### src/rtl/tmr_pkg.sv
package tmr_pkg;
  localparam int ADDR_W        = 4;
  localparam int ADDR_CTRL_LO  = 4;
  localparam int ADDR_STS      = 8;
  localparam int ADDR_MSK      = 9;

  typedef enum logic [1:0] {
    SRC_SYS = 2'd0,
    SRC_PRE = 2'd1,
    SRC_EXT = 2'd2,
    SRC_OFF = 2'd3
  } src_e;

  // bit4 wd, bit3 ratio, bits[2:1] src, bit0 en
  typedef struct packed {
    logic wd;
    logic ratio;
    src_e src;
    logic en;
  } ctrl_t;

  localparam int CTRL_W = $bits(ctrl_t);
endpackage

### src/rtl/tmr_prescale.sv
module tmr_prescale #(
  parameter int LO_LOG2 = 4,
  parameter int HI_LOG2 = 8
) (
  input  logic clk,
  input  logic rst_n,
  output logic tick_lo,
  output logic tick_hi
);
  logic [HI_LOG2-1:0] pre_q;

  always_ff @(posedge clk or negedge rst_n) begin
    if (!rst_n) pre_q <= '0;
    else        pre_q <= pre_q + 1'b1;
  end

  assign tick_lo = &pre_q[LO_LOG2-1:0];
  assign tick_hi = &pre_q;
endmodule

### src/rtl/tmr_edge_sync.sv
module tmr_edge_sync (
  input  logic clk,
  input  logic rst_n,
  input  logic pin,
  output logic rise
);
  logic s1_q, s2_q, s3_q;

  always_ff @(posedge clk or negedge rst_n) begin
    if (!rst_n) begin
      s1_q <= 1'b0;
      s2_q <= 1'b0;
      s3_q <= 1'b0;
    end else begin
      s1_q <= pin;
      s2_q <= s1_q;
      s3_q <= s2_q;
    end
  end

  assign rise = s2_q & ~s3_q;
endmodule

### src/rtl/tmr_down_counter.sv
module tmr_down_counter #(
  parameter int CNT_W = 32
) (
  input  logic             clk,
  input  logic             rst_n,
  input  logic             load,
  input  logic [CNT_W-1:0] load_val,
  input  logic             tick,
  input  logic             hold_at_zero,
  output logic [CNT_W-1:0] cnt,
  output logic             hit_zero
);
  logic [CNT_W-1:0] cnt_q, rl_q;

  always_ff @(posedge clk or negedge rst_n) begin
    if (!rst_n) begin
      cnt_q <= '0;
      rl_q  <= '0;
    end else if (load) begin
      cnt_q <= load_val;
      rl_q  <= load_val;
    end else if (tick) begin
      if (cnt_q == '0) begin
        if (!hold_at_zero) cnt_q <= rl_q;
      end else begin
        cnt_q <= cnt_q - 1'b1;
      end
    end
  end

  assign cnt      = cnt_q;
  assign hit_zero = tick && !load && (cnt_q == CNT_W'(1));
endmodule

### src/rtl/tmr_pulse_stretch.sv
module tmr_pulse_stretch #(
  parameter int LEN = 16
) (
  input  logic clk,
  input  logic rst_n,
  input  logic fire,
  output logic pulse
);
  localparam int PW = $clog2(LEN + 1);
  logic [PW-1:0] left_q;

  always_ff @(posedge clk or negedge rst_n) begin
    if (!rst_n)                     left_q <= '0;
    else if (left_q != '0)          left_q <= left_q - 1'b1;
    else if (fire)                  left_q <= PW'(LEN);
  end

  assign pulse = (left_q != '0);
endmodule

### src/rtl/tmr_bank.sv
module tmr_bank
  import tmr_pkg::*;
#(
  parameter int NUM_TIMERS  = 4,
  parameter int CNT_W       = 32,
  parameter int PRE_LO_LOG2 = 4,
  parameter int PRE_HI_LOG2 = 8,
  parameter int WDOG_LEN    = 16
) (
  input  logic                  clk,
  input  logic                  rst_n,
  input  logic                  wr_en,
  input  logic [ADDR_W-1:0]     addr,
  input  logic [CNT_W-1:0]      wr_data,
  output logic [CNT_W-1:0]      rd_data,
  input  logic [NUM_TIMERS-1:0] ext_in,
  output logic                  irq_o,
  output logic                  wdog_rst_o
);
  localparam int WD_IDX = NUM_TIMERS - 1;

  ctrl_t                             ctrl_q [NUM_TIMERS];
  logic [NUM_TIMERS-1:0][CNT_W-1:0]  cnt_v;
  logic [NUM_TIMERS-1:0]             hit_v, tick_v, rise_v, sts_set, en_v;
  logic [NUM_TIMERS-1:0]             sts_q, msk_q;
  logic                              tick_lo, tick_hi, wd_fire;

  tmr_prescale #(.LO_LOG2(PRE_LO_LOG2), .HI_LOG2(PRE_HI_LOG2)) u_pre (
    .clk(clk), .rst_n(rst_n), .tick_lo(tick_lo), .tick_hi(tick_hi)
  );

  always_ff @(posedge clk or negedge rst_n) begin
    if (!rst_n) begin
      for (int i = 0; i < NUM_TIMERS; i++) ctrl_q[i] <= '0;
      msk_q <= '0;
      sts_q <= '0;
    end else begin
      for (int i = 0; i < NUM_TIMERS; i++) begin
        if (wr_en && addr == ADDR_W'(ADDR_CTRL_LO + i)) begin
          ctrl_q[i] <= ctrl_t'(wr_data[CTRL_W-1:0]);
          if (i != WD_IDX) ctrl_q[i].wd <= 1'b0;
        end
      end
      if (wr_en && addr == ADDR_W'(ADDR_MSK)) msk_q <= wr_data[NUM_TIMERS-1:0];
      if (wr_en && addr == ADDR_W'(ADDR_STS))
        sts_q <= (sts_q & ~wr_data[NUM_TIMERS-1:0]) | sts_set;
      else
        sts_q <= sts_q | sts_set;
    end
  end

  for (genvar g = 0; g < NUM_TIMERS; g++) begin : g_tmr
    logic src_tick;

    tmr_edge_sync u_sync (
      .clk(clk), .rst_n(rst_n), .pin(ext_in[g]), .rise(rise_v[g])
    );

    always_comb begin
      unique case (ctrl_q[g].src)
        SRC_SYS: src_tick = 1'b1;
        SRC_PRE: src_tick = ctrl_q[g].ratio ? tick_hi : tick_lo;
        SRC_EXT: src_tick = rise_v[g];
        default: src_tick = 1'b0;
      endcase
    end

    assign tick_v[g]  = ctrl_q[g].en & src_tick;
    assign en_v[g]    = ctrl_q[g].en;
    assign sts_set[g] = hit_v[g] & ~ctrl_q[g].wd;

    tmr_down_counter #(.CNT_W(CNT_W)) u_cnt (
      .clk(clk), .rst_n(rst_n),
      .load(wr_en && addr == ADDR_W'(g)),
      .load_val(wr_data),
      .tick(tick_v[g]),
      .hold_at_zero(ctrl_q[g].wd),
      .cnt(cnt_v[g]),
      .hit_zero(hit_v[g])
    );
  end

  assign wd_fire = hit_v[WD_IDX] & ctrl_q[WD_IDX].wd;

  tmr_pulse_stretch #(.LEN(WDOG_LEN)) u_wd (
    .clk(clk), .rst_n(rst_n), .fire(wd_fire), .pulse(wdog_rst_o)
  );

  assign irq_o = |(sts_q & msk_q);

  always_comb begin
    rd_data = '0;
    for (int i = 0; i < NUM_TIMERS; i++) begin
      if (addr == ADDR_W'(i))                rd_data = cnt_v[i];
      if (addr == ADDR_W'(ADDR_CTRL_LO + i)) rd_data = CNT_W'(ctrl_q[i]);
    end
    if (addr == ADDR_W'(ADDR_STS)) rd_data = CNT_W'(sts_q);
    if (addr == ADDR_W'(ADDR_MSK)) rd_data = CNT_W'(msk_q);
  end
endmodule

### config.mk
export PLATFORM = sky130hd
export DESIGN_NAME = tmr_bank
export DESIGN_NICKNAME = d
export VERILOG_FILES = /design/src/rtl/tmr_pkg.sv /design/src/rtl/tmr_prescale.sv /design/src/rtl/tmr_edge_sync.sv /design/src/rtl/tmr_down_counter.sv /design/src/rtl/tmr_pulse_stretch.sv /design/src/rtl/tmr_bank.sv
export SDC_FILE = /design/constraint.sdc
export NUM_CORES = 1
export LEC_CHECK = 0
export ABC_AREA = 1
export BUFFER_PORTS_ARGS = -buffer_cell sky130_fd_sc_hd__buf_4
export CAP_MARGIN = 20
export CORE_MARGIN = 2
export CORE_UTILIZATION = 48
export CTS_CLUSTER_DIAMETER = 80
export DETAILED_ROUTE_END_ITERATION = 10
export PLACE_DENSITY = 0.65
export SYNTH_ARGS = -nofsm -noshare
export SYNTH_HDL_FRONTEND = slang
export SYNTH_HIERARCHICAL = 1
export SYNTH_SLANG_ARGS = --single-unit
### constraint.sdc
create_clock -name clk -period 4.1 [get_ports clk]
set_clock_uncertainty 0.1 [all_clocks]
set_input_delay 0.615 -clock clk [delete_from_list [all_inputs] [get_ports clk]]
set_output_delay 0.615 -clock clk [all_outputs]
set_load 0.05 [all_outputs]
==> flow_metrics.tcl <==
set metrics [dict create \
    p_switching_w 0.00598 \
    cp_top_family "simple AND/OR/NAND/NOR gates" \
    dpl_cell_area_sq_mm 0.0201 \
    grt_usage 0.342 \
    wl_mm 69.9 \
    hp-class "primary input to async pin" \
    holdBufCountCts 0 \
    setup_violations 0 \
    dr_total_vias 19000 \
    drc_errors 0 \
    ys_dominant_reg_cell "dfrtp_1" \
    grt_pass1_wl_mm 107 \
    placedCellCount 3352 \
    antenna_left 0 \
    yosys_warnings 6 \
    hold_violations 20 \
    switching_share 0.439 \
    worst_hold_slack_ns -0.0256 \
    crit_top_cell "nand2_1" \
    status "finished, violations left" \
    cts_tree "yes" \
    htree_levels 2 \
    ys_ff_latch 306 \
    fmax_mhz 305 \
    wl_per_cell_um 20.4 \
    syn_area_sq_mm 0.0192 \
    chipHeight_um 204 \
    ys_top_cells_by_count "nand2_1, dfrtp_1, nand3_1" \
    min_period_ns 3.28 \
    synth_top_cell_by_area "dfrtp_1" \
    grt_max_degree 95 \
    cp.arrival_ns 3.66 \
    critPathMaxFanout 31 \
    comb_power_share 0.359 \
    synth.distinct_cells 47 \
    path_cells "ha_1, nand3_2, nor2_2, nand2_1, nor2_1, inv_1, nand2_1, o211ai_1, a21boi_0, inv_1, nand2_1, nand2_4, inv_4, nand3_1, nand3_1" \
    clk_latency_ns 0.56 \
    grt_pass1_vias 17800 \
    drt_first_iter_violations 1766 \
    synthToLayoutAreaGrowth_pct 11.6 \
    cp-end-kind "flop" \
    p_total_w 0.0136 \
    clkTransAtPathRegs_ns 0.05 \
    hpwl_mm 50.0 \
    yosys.area.top_type_share 0.399 \
    p_seq_frac 0.381 \
    row_count 73 \
    clkPwrFrac 0.260 \
    fin_crit_sh 0.800 \
    yosysSeqAreaShare 0.399 \
    finalSetupTns_ns 0 \
    die_area_sq_mm 0.0416 \
    firstDrtPassIters 6 \
    synth_edf_count 0 \
    vdd_drop_max_uv 452 \
    clock_path_buffers 3 \
    cpMaxStageDelayCell "a21boi_0" \
    numClockSinks 306 \
    layout.cells.non_filler 3422 \
    dp_slack_ns 0.874 \
    design_area_sq_mm 0.0214 \
    drive_above_1_share 0.0957 \
    cts_resized 0 \
    pin_count 77 \
    max_slew_margin 0.248 \
    synthCells 2819 \
    initial_core_util 0.485 \
    avgSynthCellArea_sq_um 6.81 \
    cts_inserted_buffers 38 \
    drv_cap 0 \
    post_cts_buffers 0 \
    required_ns 4.48 \
    slowest_delay_ns 0.47 \
    crit_buf_inv 3 \
    maxSlewViolCount 0 \
    p_leak_nw 11.3 \
    overflow 0 \
    async_reset_ff_frac 1.00 \
    worstMarginPinSlew_ns 1.12 \
    antenna_found_initial 1 \
    synth.most_common_cell "nand2_1" \
    power.internal_w 0.00764 \
    rsz0062_at_grt "no" \
    numPortBuffers 76 \
    finalNetCount 2920 \
    startpoint_type "flop" \
    gp_congestion 0.980 \
    critPathKind "flop to flop" \
    pwr_density_cell_mw_per_mm2 636 \
    violations "hold timing" \
    die_w_um 204 \
    viasPerCell 5.56 \
    clockRootBuffer "clkbuf_16" \
    setup_slack_ns 0.821 \
    core_region_area_sq_mm 0.0395 \
    ys_top_cells_by_area "dfrtp_1, nand2_1, nand3_1, nor2_1, inv_1" \
]
==> power by group through the flow <==
stage | clock network, W | registers, W | logic, W
final | 0.00353 | 0.00519 | 0.00489
after global routing | 0.00371 | 0.00527 | 0.00555
after global placement | 0 | 0.00520 | 0.00473
after CTS | 0.00360 | 0.00516 | 0.00484
after floorplan | 0 | 0.00454 | 0.00382
after detailed placement | 0 | 0.00520 | 0.00480
==> cells in the final DEF (no fill, tap or decap), types with 10 or more instances in the layout <==
cell / instances
inv_1: 267
ha_1: 10
nor2_1: 264
nand2_1: 1133
nand3_2: 13
nand3_1: 270
a21oi_1: 64
nand2_4: 11
nor2_2: 26
clkbuf_16: 41
nand4_1: 65
xor2_1: 29
xnor2_1: 21
o21ai_0: 137
buf_4: 89
nor2_4: 13
dfrtp_1: 306
or2_2: 13
==> kinds of logic (layout without fill, tap and decap cells) <==
family / count (synthesis) / count (layout) / share of synthesized area
adder cells (fa/ha/maj): 10 / 10 / 0.00652
flip-flops: 306 / 306 / 0.399
AO/OA/AOI/OAI: 249 / 249 / 0.0734
multiplexers: 1 / 1 / 0.000782
XOR/XNOR: 50 / 50 / 0.0228
AND/OR/NAND/NOR: 1836 / 1836 / 0.415
buffers and inverters: 366 / 438 / 0.0816
other: 1 / 7 / 0.000195
==> sequential cells by signal, summed over array words and instances (netlist names) <==
| register | cells |
|---|---|
| g_tmr.u_sync/s2_q | 4 |
| g_tmr.u_cnt/cnt | 128 |
| u_wd/left_q | 5 |
| g_tmr.u_sync/s1_q | 4 |
| ctrl_q | 17 |
| sts_q | 4 |
| u_pre/pre_q | 8 |
| g_tmr.u_cnt/rl_q | 128 |
| g_tmr.u_sync/s3_q | 4 |
| msk_q | 4 |
==> area by class of cell <==
cell class / count / area, sq um
Clock inverter: 9 / 129
Tap cell: 525 / 657
Timing Repair Buffer: 92 / 723
Sequential cell: 306 / 7660
Antenna cell: 2 / 5.00
Multi-Input combinational cell: 2151 / 10000
Fill cell: 3935 / 18100
Inverter: 278 / 1050
Clock buffer: 59 / 1180
==> per-layer routing <==
| metal | vias to the layer above | routed length, um | track usage |
|---|---|---|---|
| met5 | - | 0 | 0 |
| met4 | 0 | 4100 | 0.189 |
| met3 | 171 | 5760 | 0.0599 |
| met2 | 782 | 30900 | 0.530 |
| met1 | 9044 | 29100 | 0.454 |
| li1 | 9020 | - | - |
==> through the flow <==
stage | util | hold WS (ns)
2_1_floorplan | - | 0.219
6_report | 0.542 | -0.0256
3_5_place_dp | 0.508 | 0.242
4_1_cts | 0.541 | 0.00503
5_1_grt | 0.541 | 0.0326
3_3_place_gp | 0.508 | 0.238
==> path summary, 6_finish.rpt <==
path	cells past startpoint	slack (ns)	to	startpoint
max	15	0.82	g_tmr[3].u_cnt/cnt[7]	u_pre/pre_q[0]
min	1	-0.03	g_tmr[1].u_cnt/rl_q[2]	rst_n
max reg2reg	15	0.82	g_tmr[3].u_cnt/cnt[7]	u_pre/pre_q[0]
min reg2reg	0	0.26	g_tmr[3].u_sync/s2_q	g_tmr[3].u_sync/s1_q
max in group asynchronous	2	2.83	g_tmr[3].u_cnt/rl_q[24]	rst_n
min in group clk	1	0.07	g_tmr[1].u_sync/s1_q	ext_in[1]
Note: power is estimated with default switching activity, not from simulation.
